### config.mk
export PLATFORM = sky130hd
export DESIGN_NAME = esc_frame_tx
export DESIGN_NICKNAME = d
export VERILOG_FILES = /design/src/rtl/esc_tx_pkg.sv /design/src/rtl/esc_tx_csum.sv /design/src/rtl/esc_tx_seq.sv /design/src/rtl/esc_tx_stuff.sv /design/src/rtl/esc_frame_tx.sv
export SDC_FILE = /design/constraint.sdc
export NUM_CORES = 1
export LEC_CHECK = 0
export BUFFER_PORTS_ARGS = -buffer_cell sky130_fd_sc_hd__buf_2
export CORE_MARGIN = 2
export CORE_UTILIZATION = 45
export DETAILED_ROUTE_END_ITERATION = 8
export HOLD_SLACK_MARGIN = 0.05
export PLACE_DENSITY = 0.63
export SLEW_MARGIN = 20
export SYNTH_ARGS = -nofsm -noshare
export SYNTH_HDL_FRONTEND = slang
export SYNTH_HIERARCHICAL = 1
export SYNTH_SLANG_ARGS = --single-unit
### constraint.sdc
create_clock -name clk -period 6.2 [get_ports clk]
set_input_delay 0.93 -clock clk [delete_from_list [all_inputs] [get_ports clk]]
set_output_delay 0.93 -clock clk [all_outputs]
set_load 0.005 [all_outputs]
### src/rtl/esc_tx_pkg.sv
// esc_tx_pkg: framing codes, sequencer states and the reserved-code test
// shared by the escaped frame transmitter modules.
package esc_tx_pkg;

    localparam logic [7:0] CODE_EOM = 8'hA0;   // closes a message frame
    localparam logic [7:0] CODE_EOC = 8'hA1;   // closes a command frame
    localparam logic [7:0] CODE_ESC = 8'hAA;   // escape prefix
    localparam logic [7:0] ESC_FLIP = 8'h10;   // bit set on an escaped byte
    localparam logic [7:0] VER_CMD  = 8'hFF;   // version announce command
    localparam logic [7:0] VER_NUM  = 8'h01;   // protocol version

    typedef enum logic [2:0] {
        ST_IDLE,
        ST_BODY,
        ST_CSUM,
        ST_TERM,
        ST_VCMD,
        ST_VNUM,
        ST_VTERM
    } seq_state_e;

    // True when a byte collides with one of the three framing codes.
    function automatic logic is_reserved(input logic [7:0] b);
        return (b == CODE_EOM) || (b == CODE_EOC) || (b == CODE_ESC);
    endfunction

endpackage

### src/rtl/esc_tx_csum.sv
// esc_tx_csum: running 8-bit sum of the body bytes and its two's complement.
// Assumes clr_i and add_i are not both high in the same cycle; clear wins.
module esc_tx_csum #(
    parameter int W = 8
) (
    input  logic         clk,
    input  logic         rst_n,
    input  logic         clr_i,
    input  logic         add_i,
    input  logic [W-1:0] byte_i,
    output logic [W-1:0] sum_o,
    output logic [W-1:0] neg_o
);

    logic [W-1:0] sum_q;

    // Accumulate accepted body bytes; restart on a new frame.
    always_ff @(posedge clk) begin
        if (!rst_n)     sum_q <= '0;
        else if (clr_i) sum_q <= '0;
        else if (add_i) sum_q <= sum_q + byte_i;
    end

    // Checksum byte: the value that brings the total to zero.
    always_comb begin
        sum_o = sum_q;
        neg_o = '0 - sum_q;
    end

    a_r4_clear_zero: assert property (@(posedge clk) disable iff (!rst_n)
        clr_i |=> (sum_o == '0 && neg_o == '0));

endmodule

### src/rtl/esc_tx_seq.sv
// esc_tx_seq: chooses the logical symbol to send next. A message frame is
// the reordered body, the checksum and the end-of-message code; an announce
// frame is command, version and end-of-command. Each symbol carries a raw
// flag that keeps the stuffer from escaping it. Assumes buf_data_i is the
// buffer byte at buf_addr_o in the same cycle and that the buffer does not
// change while busy_o is high.
module esc_tx_seq
    import esc_tx_pkg::*;
#(
    parameter int ADDR_W = 6,
    parameter int LEN_W  = ADDR_W + 1
) (
    input  logic              clk,
    input  logic              rst_n,
    input  logic              start_i,
    input  logic [LEN_W-1:0]  len_i,
    input  logic              link_up_i,
    output logic [ADDR_W-1:0] buf_addr_o,
    input  logic [7:0]        buf_data_i,
    output logic [7:0]        sym_o,
    output logic              sym_raw_o,
    output logic              sym_valid_o,
    input  logic              sym_ready_i,
    output logic              busy_o
);

    localparam int MIN_BODY_LEN = 3;   // length, netfn, sequence

    seq_state_e       state_q, state_d;
    logic [LEN_W-1:0] idx_q, idx_d;
    logic [LEN_W-1:0] len_q, len_d;
    logic             ann_q, ann_d;
    logic             fire;
    logic             csum_clr;
    logic             csum_add;
    logic [7:0]       csum_sum;
    logic [7:0]       csum_neg;
    seq_state_e       after_frame;

    esc_tx_csum #(.W(8)) u_csum (
        .clk    (clk),
        .rst_n  (rst_n),
        .clr_i  (csum_clr),
        .add_i  (csum_add),
        .byte_i (buf_data_i),
        .sum_o  (csum_sum),
        .neg_o  (csum_neg)
    );

    assign fire   = sym_valid_o && sym_ready_i;
    assign busy_o = (state_q != ST_IDLE);

    // Map body index to buffer address, swapping positions 1 and 2.
    always_comb begin
        if (idx_q == LEN_W'(1))      buf_addr_o = ADDR_W'(2);
        else if (idx_q == LEN_W'(2)) buf_addr_o = ADDR_W'(1);
        else                         buf_addr_o = idx_q[ADDR_W-1:0];
    end

    // Symbol presented to the stuffer in each state.
    always_comb begin
        sym_o       = 8'h00;
        sym_raw_o   = 1'b0;
        sym_valid_o = 1'b1;
        unique case (state_q)
            ST_BODY:  sym_o = buf_data_i;
            ST_CSUM:  sym_o = csum_neg;
            ST_TERM:  begin sym_o = CODE_EOM; sym_raw_o = 1'b1; end
            ST_VCMD:  sym_o = VER_CMD;
            ST_VNUM:  sym_o = VER_NUM;
            ST_VTERM: begin sym_o = CODE_EOC; sym_raw_o = 1'b1; end
            default:  sym_valid_o = 1'b0;
        endcase
    end

    // Where a finished frame goes: straight into a pending announce, or idle.
    assign after_frame = (ann_q || link_up_i) ? ST_VCMD : ST_IDLE;

    // Next-state, index, length and pending-announce logic.
    always_comb begin
        state_d  = state_q;
        idx_d    = idx_q;
        len_d    = len_q;
        ann_d    = ann_q || link_up_i;
        csum_clr = 1'b0;
        csum_add = 1'b0;
        unique case (state_q)
            ST_IDLE: begin
                if (ann_q || link_up_i) begin
                    state_d = ST_VCMD;
                    ann_d   = 1'b0;
                end else if (start_i) begin
                    len_d    = len_i;
                    idx_d    = LEN_W'(1);
                    csum_clr = 1'b1;
                    state_d  = (len_i < LEN_W'(MIN_BODY_LEN)) ? ST_CSUM : ST_BODY;
                end
            end
            ST_BODY: begin
                if (fire) begin
                    csum_add = 1'b1;
                    if (idx_q == len_q - LEN_W'(1)) state_d = ST_CSUM;
                    else                            idx_d   = idx_q + LEN_W'(1);
                end
            end
            ST_CSUM:  if (fire) state_d = ST_TERM;
            ST_TERM, ST_VTERM: begin
                if (fire) begin
                    state_d = after_frame;
                    if (after_frame == ST_VCMD) ann_d = 1'b0;
                end
            end
            ST_VCMD:  if (fire) state_d = ST_VNUM;
            ST_VNUM:  if (fire) state_d = ST_VTERM;
            default:  state_d = ST_IDLE;
        endcase
    end

    // State registers.
    always_ff @(posedge clk) begin
        if (!rst_n) begin
            state_q <= ST_IDLE;
            idx_q   <= '0;
            len_q   <= '0;
            ann_q   <= 1'b0;
        end else begin
            state_q <= state_d;
            idx_q   <= idx_d;
            len_q   <= len_d;
            ann_q   <= ann_d;
        end
    end

    a_r8_busy_cause: assert property (@(posedge clk) disable iff (!rst_n)
        $rose(busy_o) |-> $past(start_i || link_up_i || ann_q));

    a_r5_term_ends: assert property (@(posedge clk) disable iff (!rst_n)
        (state_q == ST_TERM && fire) |=> (state_q == ST_IDLE || state_q == ST_VCMD));

    a_r1_body_range: assert property (@(posedge clk) disable iff (!rst_n)
        (state_q == ST_BODY) |-> (idx_q >= LEN_W'(1) && idx_q < len_q &&
                                  len_q >= LEN_W'(MIN_BODY_LEN)));

    a_r10_pend_busy: assert property (@(posedge clk) disable iff (!rst_n)
        ann_q |-> busy_o);

endmodule

### src/rtl/esc_tx_stuff.sv
// esc_tx_stuff: byte stuffer between the sequencer and the output handshake.
// A reserved symbol not flagged raw costs two output beats: the escape
// prefix, then the symbol with bit 4 set. Assumes the upstream symbol stays
// stable until sym_ready_o accepts it.
module esc_tx_stuff
    import esc_tx_pkg::*;
(
    input  logic       clk,
    input  logic       rst_n,
    input  logic [7:0] sym_i,
    input  logic       sym_raw_i,
    input  logic       sym_valid_i,
    output logic       sym_ready_o,
    output logic [7:0] tx_data_o,
    output logic       tx_valid_o,
    input  logic       tx_ready_i
);

    logic esc_q;
    logic need_esc;

    assign need_esc = sym_valid_i && !sym_raw_i && is_reserved(sym_i);

    // Output byte: the prefix, then the flipped byte, else the byte itself.
    always_comb begin
        tx_valid_o = sym_valid_i;
        if (esc_q)         tx_data_o = sym_i | ESC_FLIP;
        else if (need_esc) tx_data_o = CODE_ESC;
        else               tx_data_o = sym_i;
        sym_ready_o = tx_ready_i && (esc_q || !need_esc);
    end

    // Track whether the escape prefix has gone out for the current symbol.
    always_ff @(posedge clk) begin
        if (!rst_n)                       esc_q <= 1'b0;
        else if (tx_valid_o && tx_ready_i) esc_q <= esc_q ? 1'b0 : need_esc;
    end

    a_r7_hold: assert property (@(posedge clk) disable iff (!rst_n)
        (tx_valid_o && !tx_ready_i) |=> (tx_valid_o && $stable(tx_data_o)));

    a_r3_after_prefix: assert property (@(posedge clk) disable iff (!rst_n)
        $rose(esc_q) |-> $past(tx_data_o == CODE_ESC));

    a_r3_flipped: assert property (@(posedge clk) disable iff (!rst_n)
        esc_q |-> (tx_valid_o && (tx_data_o & ESC_FLIP) != 8'h00));

    a_r5_raw_unescaped: assert property (@(posedge clk) disable iff (!rst_n)
        (sym_valid_i && sym_raw_i && !esc_q) |-> (tx_data_o == sym_i));

endmodule

### src/rtl/esc_frame_tx.sv
// esc_frame_tx: top of the escaped frame transmitter. The sequencer picks
// symbols from the message buffer or the announce frame; the stuffer adds
// escapes and drives the output handshake. The buffer read is combinational.
module esc_frame_tx #(
    parameter int ADDR_W = 6,
    parameter int LEN_W  = ADDR_W + 1
) (
    input  logic              clk,
    input  logic              rst_n,
    input  logic              start_i,
    input  logic [LEN_W-1:0]  start_len_i,
    input  logic              link_up_i,
    output logic              busy_o,
    output logic [ADDR_W-1:0] buf_addr_o,
    input  logic [7:0]        buf_data_i,
    output logic [7:0]        tx_data_o,
    output logic              tx_valid_o,
    input  logic              tx_ready_i
);

    logic [7:0] sym;
    logic       sym_raw;
    logic       sym_valid;
    logic       sym_ready;

    esc_tx_seq #(.ADDR_W(ADDR_W), .LEN_W(LEN_W)) u_seq (
        .clk         (clk),
        .rst_n       (rst_n),
        .start_i     (start_i),
        .len_i       (start_len_i),
        .link_up_i   (link_up_i),
        .buf_addr_o  (buf_addr_o),
        .buf_data_i  (buf_data_i),
        .sym_o       (sym),
        .sym_raw_o   (sym_raw),
        .sym_valid_o (sym_valid),
        .sym_ready_i (sym_ready),
        .busy_o      (busy_o)
    );

    esc_tx_stuff u_stuff (
        .clk         (clk),
        .rst_n       (rst_n),
        .sym_i       (sym),
        .sym_raw_i   (sym_raw),
        .sym_valid_i (sym_valid),
        .sym_ready_o (sym_ready),
        .tx_data_o   (tx_data_o),
        .tx_valid_o  (tx_valid_o),
        .tx_ready_i  (tx_ready_i)
    );

    a_r11_idle_quiet: assert property (@(posedge clk) disable iff (!rst_n)
        !busy_o |-> !tx_valid_o);

endmodule

==> reports/summary.txt, run 1 <==
Final Skew - 0.0106 ns
Final nets - 354
Global-route wire length before repair - 9.77 mm
Antenna cells - 0
Setup Total Neg Slack - 0 ns
Initial core utilization - 46.5%
Most used cell, CP - nand3_1
CP delay by family, top - simple AND/OR/NAND/NOR gates
CTS Hold Bufs - 0
Congestion Overflow GR - 0
RSZ-0062 raised after global routing - no
Status - finished, final reports clean
Syn Area/Cell - 7.82 um^2
Mapped Nets - 335
Final hold vios - 0
Die W - 76.4 um
Largest net degree at the start of global routing - 31
Die height - 76.4 um
Num CTS Buffers - 3
DR vias/cell - 5.48
Cell count after synthesis - 302
Pwr Total - 803 uW
Leak - 0.00108 uW
Hold path cells - 2
Number of max-slew violations in the final report - 0
Minimum clock period - 3.60 ns
Max IR drop VDD - 0.000130 V
RePlAce Congestion - 0.856
Routed len/inst - 14.2 um
Tightest Hold Check Type - register to register
Num rows - 26
Worst-Margin Slew - 0.704 ns
Clock sink count - 27
Number of port buffers - 35
Synth warn - 6
DR vias - 2136
Max Freq - 278 MHz
Die ar. - 5840 um^2
GRT Overall Usage - 20.1%
Final wirelength - 5.55 mm
Crit start category - register
Non-filler cells, final - 390
Slowest Stage Delay on Critical Path - 0.66 ns
Cell Pwr Density - 315 nW/um^2
Vias in the first global route - 2063
DRC violations left - 0
Clock slew at reported path FFs - 0.10 ns
Worst Path Class, Setup - register to register
Final HPWL DP - 4.24 mm
CP endpoint kind - register
Dpl cells - 386
Ports - 36
H-tree depth - 1
Crit path arrival time - 3.82 ns
Worst slack at placement - 2.66 ns
Max_cap viols - 0
Final setup margin - 2.60 ns
Crit share post-route - 58.0%
CTS root buffer - clkbuf_8
Core area - 5070 um^2
R2r worst-path depth - 11
CP max FO - 17
Routed Antenna Nets - 0
Initial DRC Count - 110
Buf/Inv on CP - 2
Levels on crit path - 11
Slew Limit Headroom - 53.0%
Layout area overhead - 8.11%
Post-CTS Repair Setup Buffers - 0
Worst path slowest cell - dfxtp_1
CTS Buffer Depth - 2
Worst-Skew Late Latency - 0.28 ns
Iteration count of the initial detailed-routing pass - 4
CTS tree - built
Post-cts sizing count - 0
Initial antenna violation count - 0
Layout cells sized above 1 - 16.9%
Critical Path RT - 6.42 ns
Critical Path, Cell by Cell - nor2b_1 > a22oi_1 > o21ai_0 > a21boi_0 > o21a_1 > nand3_1 > inv_1 > clkinv_1 > nor4b_1 > nand3_1 > nand3_1
Netlist Area Pre-Place - 2360 um^2
Final setup fails - 0
## metrics by stage
step                utilization [%]  area [um^2]  hold WS [ns]
detailed placement             49.4         2510         0.493
global route                   50.3         2550         0.538
CTS                            50.3         2550         0.512
global placement               49.4         2510         0.494
finish                         50.3         2550         0.505
floorplan                         -         2360         0.455
## worst paths after layout
path / start / to / slack, ns
setup / recovery: u_seq/state_q[1]$_SDFFE_PN0P_ / u_seq/u_csum/sum_o[6]$_SDFFE_PP0P_ / 2.60
hold / removal: u_seq/u_csum/sum_o[7]$_SDFFE_PP0P_ / u_seq/u_csum/sum_o[7]$_SDFFE_PP0P_ / 0.50
setup reg to reg: u_seq/state_q[1]$_SDFFE_PN0P_ / u_seq/u_csum/sum_o[6]$_SDFFE_PP0P_ / 2.60
hold reg to reg: u_seq/u_csum/sum_o[7]$_SDFFE_PP0P_ / u_seq/u_csum/sum_o[7]$_SDFFE_PP0P_ / 0.50
## worst register-to-register path, stage by stage (launching register included)
cell,delay (ns)
dfxtp_1,0.66
nor2b_1,0.40
a22oi_1,0.11
o21ai_0,0.36
a21boi_0,0.34
o21a_1,0.29
nand3_1,0.23
inv_1,0.30
clkinv_1,0.30
nor4b_1,0.37
nand3_1,0.11
nand3_1,0.07
## report_power, final
part	internal [uW]	total, uW	switching (uW)
clock network	46.2	103	56.9
logic	207	462	255
registers	196	238	42.7
## final cells by class
class	count	area, um^2
inverters	18	67.6
multi-input cells	235	1630
well taps	70	87.6
repair buffers	36	183
flip-flops and latches	27	541
fillers	524	2520
clock buffers	4	45.0
## routing by layer
metal	up-vias	GRT usage, %	wire, um
met5	-	0	0
met4	0	8.91	127
met3	10	2.84	192
met2	42	34.2	2690
met1	975	25.3	2540
li1	1109	-	-
## layout by cell type, fill, tap and decap left out, types with 3 or more instances in the layout
cell	n
nor4_1	4
o21ai_1	6
a31oi_1	3
a21oi_1	18
o21ai_0	9
nor2_1	30
nor4b_1	6
nand4_1	3
a21boi_0	5
inv_1	16
a22oi_1	6
nand2b_1	5
and3_1	4
buf_2	35
ha_1	12
xor2_1	6
a21o_1	4
mux2i_1	10
nand2_1	27
nand3_1	14
o21a_1	4
xnor2_1	11
nor3_1	8
nor2b_1	4
dfxtp_1	27
clkbuf_8	3
## sequential cells by signal (all words and copies together), names as in the netlist
| register | count |
|---|---|
| u_seq/ann_q | 1 |
| u_seq/len_q | 7 |
| u_seq/idx_q | 7 |
| u_seq/state_q | 3 |
| u_seq/u_csum/sum_o | 8 |
| u_stuff/esc_q | 1 |
(Power assumes the default switching activity.)
==> inputs of run 2 (changes only) <==
Settings changed: ABC_AREA set to 1, PLACE_DENSITY 0.63 to 0.62.
Clock period 6.2 ns to 3.5 ns, I/O delays scaled along.
==> run 2 against run 1 <==
  * Hold slack worse by 0.025 ns
  * Sequential share of layout area is 1.1 points lower
  * Synthesized cell count is 28% higher
  * First-iteration DRC count is 2.7% higher
  * Die area is 5.4% higher
  * Wire length hardly changed
  * Setup slack worse by 2.0 ns
  * Via count is 9.7% higher
  * Utilization is 0.70 points lower
  * Register-to-register slack worse by 1.8 ns
  * Area after synthesis is 5.7% higher
  * Critical path type is now register to primary output
==> reports/summary.txt, run 2 <==
Antenna cells - 0 (unchanged)
Slew Limit Headroom - 59.1% (+6.0 points)
Critical Path, Cell by Cell - nor2_1 > nor3_2 > nor2_2 > nand2_2 > inv_1 > nor2_1 > nand2_1 > nor2_1 > nand2_2 > inv_1 > nor2_1 > buf_2
CTS Hold Bufs - 0 (unchanged)
Die ar. - 6160 um^2 (+5.4%)
Clock sink count - 27 (unchanged)
Number of flip-flops in the largest register - 8 (unchanged)
Critical Path RT - 2.97 ns (-3.45 ns)
RePlAce Congestion - 0.871 (+1.8%)
Leak - 0.00141 uW (+30%)
Worst-Skew Late Latency - 0.28 ns (about the same)
Final setup margin - 0.638 ns (-1.96 ns)
Global-route wire length before repair - 9.81 mm (+0.42%)
Post-CTS Repair Setup Buffers - 0 (unchanged)
CP max FO - 9 (-8)
Syn Area/Cell - 6.46 um^2 (-17%)
Post-cts sizing count - 0 (unchanged)
DRC violations left - 0 (unchanged)
Post-layout util - 49.6% (-0.70 points)
Minimum clock period - 2.86 ns
Filler instances - 576 (+9.9%)
Max_cap viols - 0 (unchanged)
Hold path startpoint - start_len_i[5]
GRT Overall Usage - 19.7% (-0.46 points)
Die W - 78.5 um (+2.6%)
CTS tree - built
CP endpoint kind - primary output
Vias in the first global route - 2207 (+7.0%)
Slowest Stage Delay on Critical Path - 0.73 ns (+0.07 ns)
Layout cells sized above 1 - 20.1% (+3.2 points)
Commonest non-fill, non-tap cell in the layout - nand2_1
Worst slack at placement - 0.810 ns (-1.85 ns)
Final Skew - 0.00175 ns (-0.00882 ns)
Initial core utilization - 45.9% (-0.65 points)
Worst-Margin Slew - 0.613 ns (-0.0905 ns)
Most used cell, CP - nor2_1
Number of port buffers - 35 (unchanged)
Worst path slowest cell - dfxtp_1
Status - finished, final reports clean
Routed Antenna Nets - 0 (unchanged)
Non-filler cells, final - 480 (+23%)
Most frequent cells in the layout - 79 x nand2_1, 53 x nor2_1, 52 x inv_1
Iteration count of the initial detailed-routing pass - 4 (unchanged)
Setup Total Neg Slack - 0 ns (unchanged)
Final wirelength - 5.55 mm (about the same)
RSZ-0062 raised after global routing - no
Largest net degree at the start of global routing - 20 (-35%)
Crit share post-route - 81.8%
Worst Path Class, Setup - register to primary output
CTS root buffer - clkbuf_8
DR vias/cell - 4.88 (-11%)
Num CTS Buffers - 3 (unchanged)
Final hold vios - 0 (unchanged)
Worst setup path startpoint - u_seq/state_q[2]$_SDFFE_PN0P_
Max Freq - 349 MHz
Number of max-slew violations in the final report - 0 (unchanged)
Tightest Hold Check Type - primary input to register
DR vias - 2344 (+9.7%)
Netlist Area Pre-Place - 2490 um^2 (+5.7%)
Die height - 78.5 um (+2.6%)
Crit path arrival time - 2.34 ns (-1.48 ns)
Crit start category - register
Synth warn - 6 (unchanged)
Ports - 36 (unchanged)
Initial antenna violation count - 0 (unchanged)
Congestion Overflow GR - 0 (unchanged)
Mapped Nets - 419 (+25%)
Core area - 5440 um^2 (+7.2%)
Cell Pwr Density - 702 nW/um^2 (+120%)
Critical R2R Launch - u_seq/state_q[2]$_SDFFE_PN0P_
Initial DRC Count - 113 (+2.7%)
Routed len/inst - 11.6 um (-19%)
Final HPWL DP - 4.47 mm (+5.4%)
H-tree depth - 1 (unchanged)
Final nets - 442 (+25%)
Dpl cells - 476 (+23%)
Cell count after synthesis - 386 (+28%)
Num rows - 27 (+3.8%)
Final setup fails - 0 (unchanged)
CTS Buffer Depth - 2 (unchanged)
Layout area overhead - 8.12% (about the same)
Max IR drop VDD - 0.000465 V (+260%)
Clock slew at reported path FFs - 0.10 ns (about the same)
==> run 2: changes by cell type in the layout (fill, tap and decap cells not counted), moves of 8 or more <==
cell,delta
nand2_1,+52
mux2i_1,-10
nand3_1,+20
nor2_2,+8
inv_1,+36
nor2_1,+23
==> run 2: through the flow <==
step	instance area [um^2]	power, uW	hold slack (ns)
final	2700	1890	0.480
after global routing	2700	2110	0.477
after CTS	2700	1910	0.475
after detailed placement	2650	1710	0.475
after floorplan	2490	1480	0.444
after global placement	2650	1700	0.469
==> run 2: per-layer routing <==
layer  global-route usage, %  share of wire, %  up-vias
met5                       0                 0        -
li1                        -                 -     1263
met4                    4.04              0.68        0
met2                    34.7                47       32
met3                    3.33               3.1        4
met1                    25.2                49     1045
==> run 2: final timing paths <==
| path | end | slack [ns] | cells past startpoint |
|---|---|---|---|
| worst min register to register | u_seq/len_q[6]$_SDFFE_PN0P_ | 0.48 | 2 |
| worst max-delay path | tx_data_o[0] | 0.64 | 12 |
| worst max register to register | u_seq/u_csum/sum_o[0]$_SDFFE_PP0P_ | 0.76 | 14 |
| worst min-delay path | u_seq/len_q[5]$_SDFFE_PN0P_ | 0.48 | 3 |
==> run 2: power by group <==
| group | internal, uW | total [uW] | switching [uW] |
|---|---|---|---|
| logic | 487 | 1180 | 695 |
| clock network | 81.1 | 192 | 111 |
| registers | 387 | 520 | 133 |
| total | 955 | 1890 | 939 |
==> run 2: worst max-delay path: cells and delay by family, from the launching register on <==
kind	cells	cell delay, ns
flip-flops	1	0.73
buffers and inverters	3	0.25
AND/OR/NAND/NOR	9	1.09
==> run 2: area by class of cell <==
class                           instances  area (um^2)  area share (%)
Multi-Input combinational cell        283         1620            60.0
Sequential cell                        27          541            20.0
Inverter                               59          224            8.30
Timing Repair Buffer                   35          175            6.49
Tap cell                               72         90.1            3.34
Clock buffer                            3         41.3            1.53
Clock inverter                          1         7.51           0.278
==> inputs of run 3 (changes only) <==
Settings changed: ABC_AREA 1 to 0, PLACE_DENSITY 0.62 to 0.63.
Clock period 3.5 ns to 2.75 ns, I/O delays scaled along.
==> run 3 against run 2 <==
  * The flow now finishes with violations (setup timing)
  * Combinational power rose by 26%
  * Critical endpoint is now tx_data_o[1]
  * Critical path depth did not move
  * First-iteration DRC count fell by 7.1%
  * Clock skew rose by 0.0036 ns
  * Die area fell by 5.1%
  * Total power rose by 19%
  * Via count rose by 0.73%
  * Utilization rose by 10 points
  * Largest cell class unchanged
  * Setup slack got worse by 0.87 ns
  * Count of clock-buffer cells in the layout did not move
==> reports/summary.txt, run 3 (synthesized netlist as in run 1, its figures left out) <==
Most frequent cells in the layout - 34 x buf_2, 28 x nor2_1, 27 x buf_4
CP max FO - 3 (-6)
GRT Overall Usage - 20.2% (+0.48 points)
Commonest non-fill, non-tap cell in the layout - buf_2
CTS Buffer Depth - 2 (unchanged)
Slowest Stage Delay on Critical Path - 0.56 ns (-0.17 ns)
CTS root buffer - clkbuf_8
H-tree depth - 1 (unchanged)
Initial DRC Count - 105 (-7.1%)
Pwr Total - 2250 uW (+19%)
Max IR drop VDD - 0.000345 V (-26%)
Minimum clock period - 2.98 ns
DR vias - 2361 (+0.73%)
Congestion Overflow GR - 0 (unchanged)
Max_cap viols - 0 (unchanged)
Initial antenna violation count - 0 (unchanged)
Ports - 36 (unchanged)
Status - finished with violations
Die height - 76.4 um (-2.6%)
Largest net degree at the start of global routing - 17 (-15%)
Final hold vios - 0 (unchanged)
Max Freq - 336 MHz
Clock slew at reported path FFs - 0.11 ns (about the same)
Number of port buffers - 35 (unchanged)
Filler instances - 474 (-18%)
Worst-Margin Slew - 0.451 ns (-0.162 ns)
Antenna cells - 0 (unchanged)
DP Area - 2760 um^2 (+4.1%)
Crit start category - register
Critical Path RT - 2.34 ns (-0.63 ns)
Die W - 76.4 um (-2.6%)
Routed len/inst - 14.4 um (+24%)
Dpl cells - 416 (-13%)
Tightest Hold Check Type - primary input to register
RePlAce Congestion - 0.824 (-5.4%)
Clock sink count - 27 (unchanged)
Final wirelength - 6.07 mm (+9.4%)
Worst path slowest cell - or4_4
Non-filler cells, final - 422 (-12%)
Buf/Inv on CP - 2 (-1)
Final Skew - 0.00536 ns (+0.00361 ns)
Layout area overhead - 28.4%
Worst slack at placement - -0.0986 ns (-0.909 ns)
Worst Path Class, Setup - register to primary output
Layout cells sized above 1 - 32.7% (+13 points)
Crit path arrival time - 2.57 ns (+0.23 ns)
CTS tree - built
Num CTS Buffers - 3 (unchanged)
Final setup margin - -0.230 ns (-0.868 ns)
CP endpoint kind - primary output
DRC violations left - 0 (unchanged)
Core area - 5070 um^2 (-6.7%)
Final setup fails - 7 (+7)
Critical Path, Cell by Cell - or4_4 > nor4_4 > xnor2_1 > nor2_1 > nor2_1 > nor2_1 > a21oi_2 > and4b_2 > nand3b_4 > buf_6 > o21bai_1 > buf_2
Routed Antenna Nets - 0 (unchanged)
Initial core utilization - 46.5% (+0.65 points)
Number of flip-flops in the largest register - 8 (unchanged)
Cell Pwr Density - 743 nW/um^2 (+5.7%)
CP delay by family, top - simple AND/OR/NAND/NOR gates
Most used cell, CP - nor2_1
Worst-Skew Late Latency - 0.28 ns (about the same)
Vias in the first global route - 2155 (-2.4%)
Failing checks - setup timing
Leak - 0.00129 uW (-8.4%)
Final nets - 386 (-13%)
Die ar. - 5840 um^2 (-5.1%)
Slew Limit Headroom - 69.5% (+10 points)
Iteration count of the initial detailed-routing pass - 4 (unchanged)
Final HPWL DP - 4.53 mm (+1.2%)
RSZ-0062 raised after global routing - yes
Global-route wire length before repair - 9.97 mm (+1.6%)
CTS Hold Bufs - 0 (unchanged)
Number of max-slew violations in the final report - 0 (unchanged)
Design area - 3030 um^2 (+12%)
DR vias/cell - 5.59 (+15%)
Num rows - 26 (-3.7%)
Crit share post-route - 108%
==> run 3: path summary, 6_finish.rpt <==
kind / slack, ns / cells past startpoint / start / end
setup / recovery: -0.23 / 12 / u_seq/u_csum/sum_o[5]$_SDFFE_PP0P_ / tx_data_o[1]
hold / removal: 0.38 / 3 / start_len_i[1] / u_seq/len_q[1]$_SDFFE_PN0P_
setup reg to reg: -0.13 / 16 / u_seq/u_csum/sum_o[5]$_SDFFE_PP0P_ / u_seq/state_q[0]$_SDFFE_PN0P_
hold reg to reg: 0.51 / 2 / u_stuff/esc_q$_SDFFE_PN0P_ / u_stuff/esc_q$_SDFFE_PN0P_
==> run 3: per-stage QoR <==
step | hold WS (ns) | setup TNS (ns) | utilization, %
final | 0.381 | -0.912 | 59.7
after global routing | 0.388 | -3.86 | 59.7
after CTS | 0.375 | -0.834 | 56.7
after detailed placement | 0.496 | -0.279 | 54.3
after global placement | 0.490 | -0.0528 | 54.3
after floorplan | 0.456 | -0.147 | -
==> run 3: repair_timing <==
| item | CTS | global route |
|---|---|---|
| gates resized for setup | 11 | 33 |
| setup buffers | 3 | 2 |
| cloned | 0 | 0 |
| pin swaps | 11 | 12 |
| setup endpoints to repair | 14 | 23 |
==> run 3: final cells by class <==
class | instances | area, um^2 | share of cell area (%)
tap | 70 | 87.6 | 2.89
sequential | 27 | 542 | 17.9
timing repair buffer | 68 | 460 | 15.2
multi-input combinational | 235 | 1810 | 59.8
inverter | 18 | 80.1 | 2.64
clock inverter | 1 | 7.51 | 0.248
clock buffer | 3 | 41.3 | 1.36
==> run 3: power by group <==
group | internal, uW | total, uW | switching, uW
clock network | 103 | 243 | 140
registers | 442 | 516 | 74.8
logic | 739 | 1490 | 753
==> run 3: layer usage <==
metal,global-route usage [%],share of wire (%),vias up
met3,2.49,3.1,2
li1,-,-,1181
met4,4.18,0.44,0
met5,0,0,-
met1,26.9,48,1132
met2,34.9,48,46
==> run 3: tightest hold or removal path, delay by kind of cell <==
kind                   cells  cell delay, ns
AND/OR/NAND/NOR            1            0.07
multiplexers               1            0.05
buffers and inverters      1            0.09
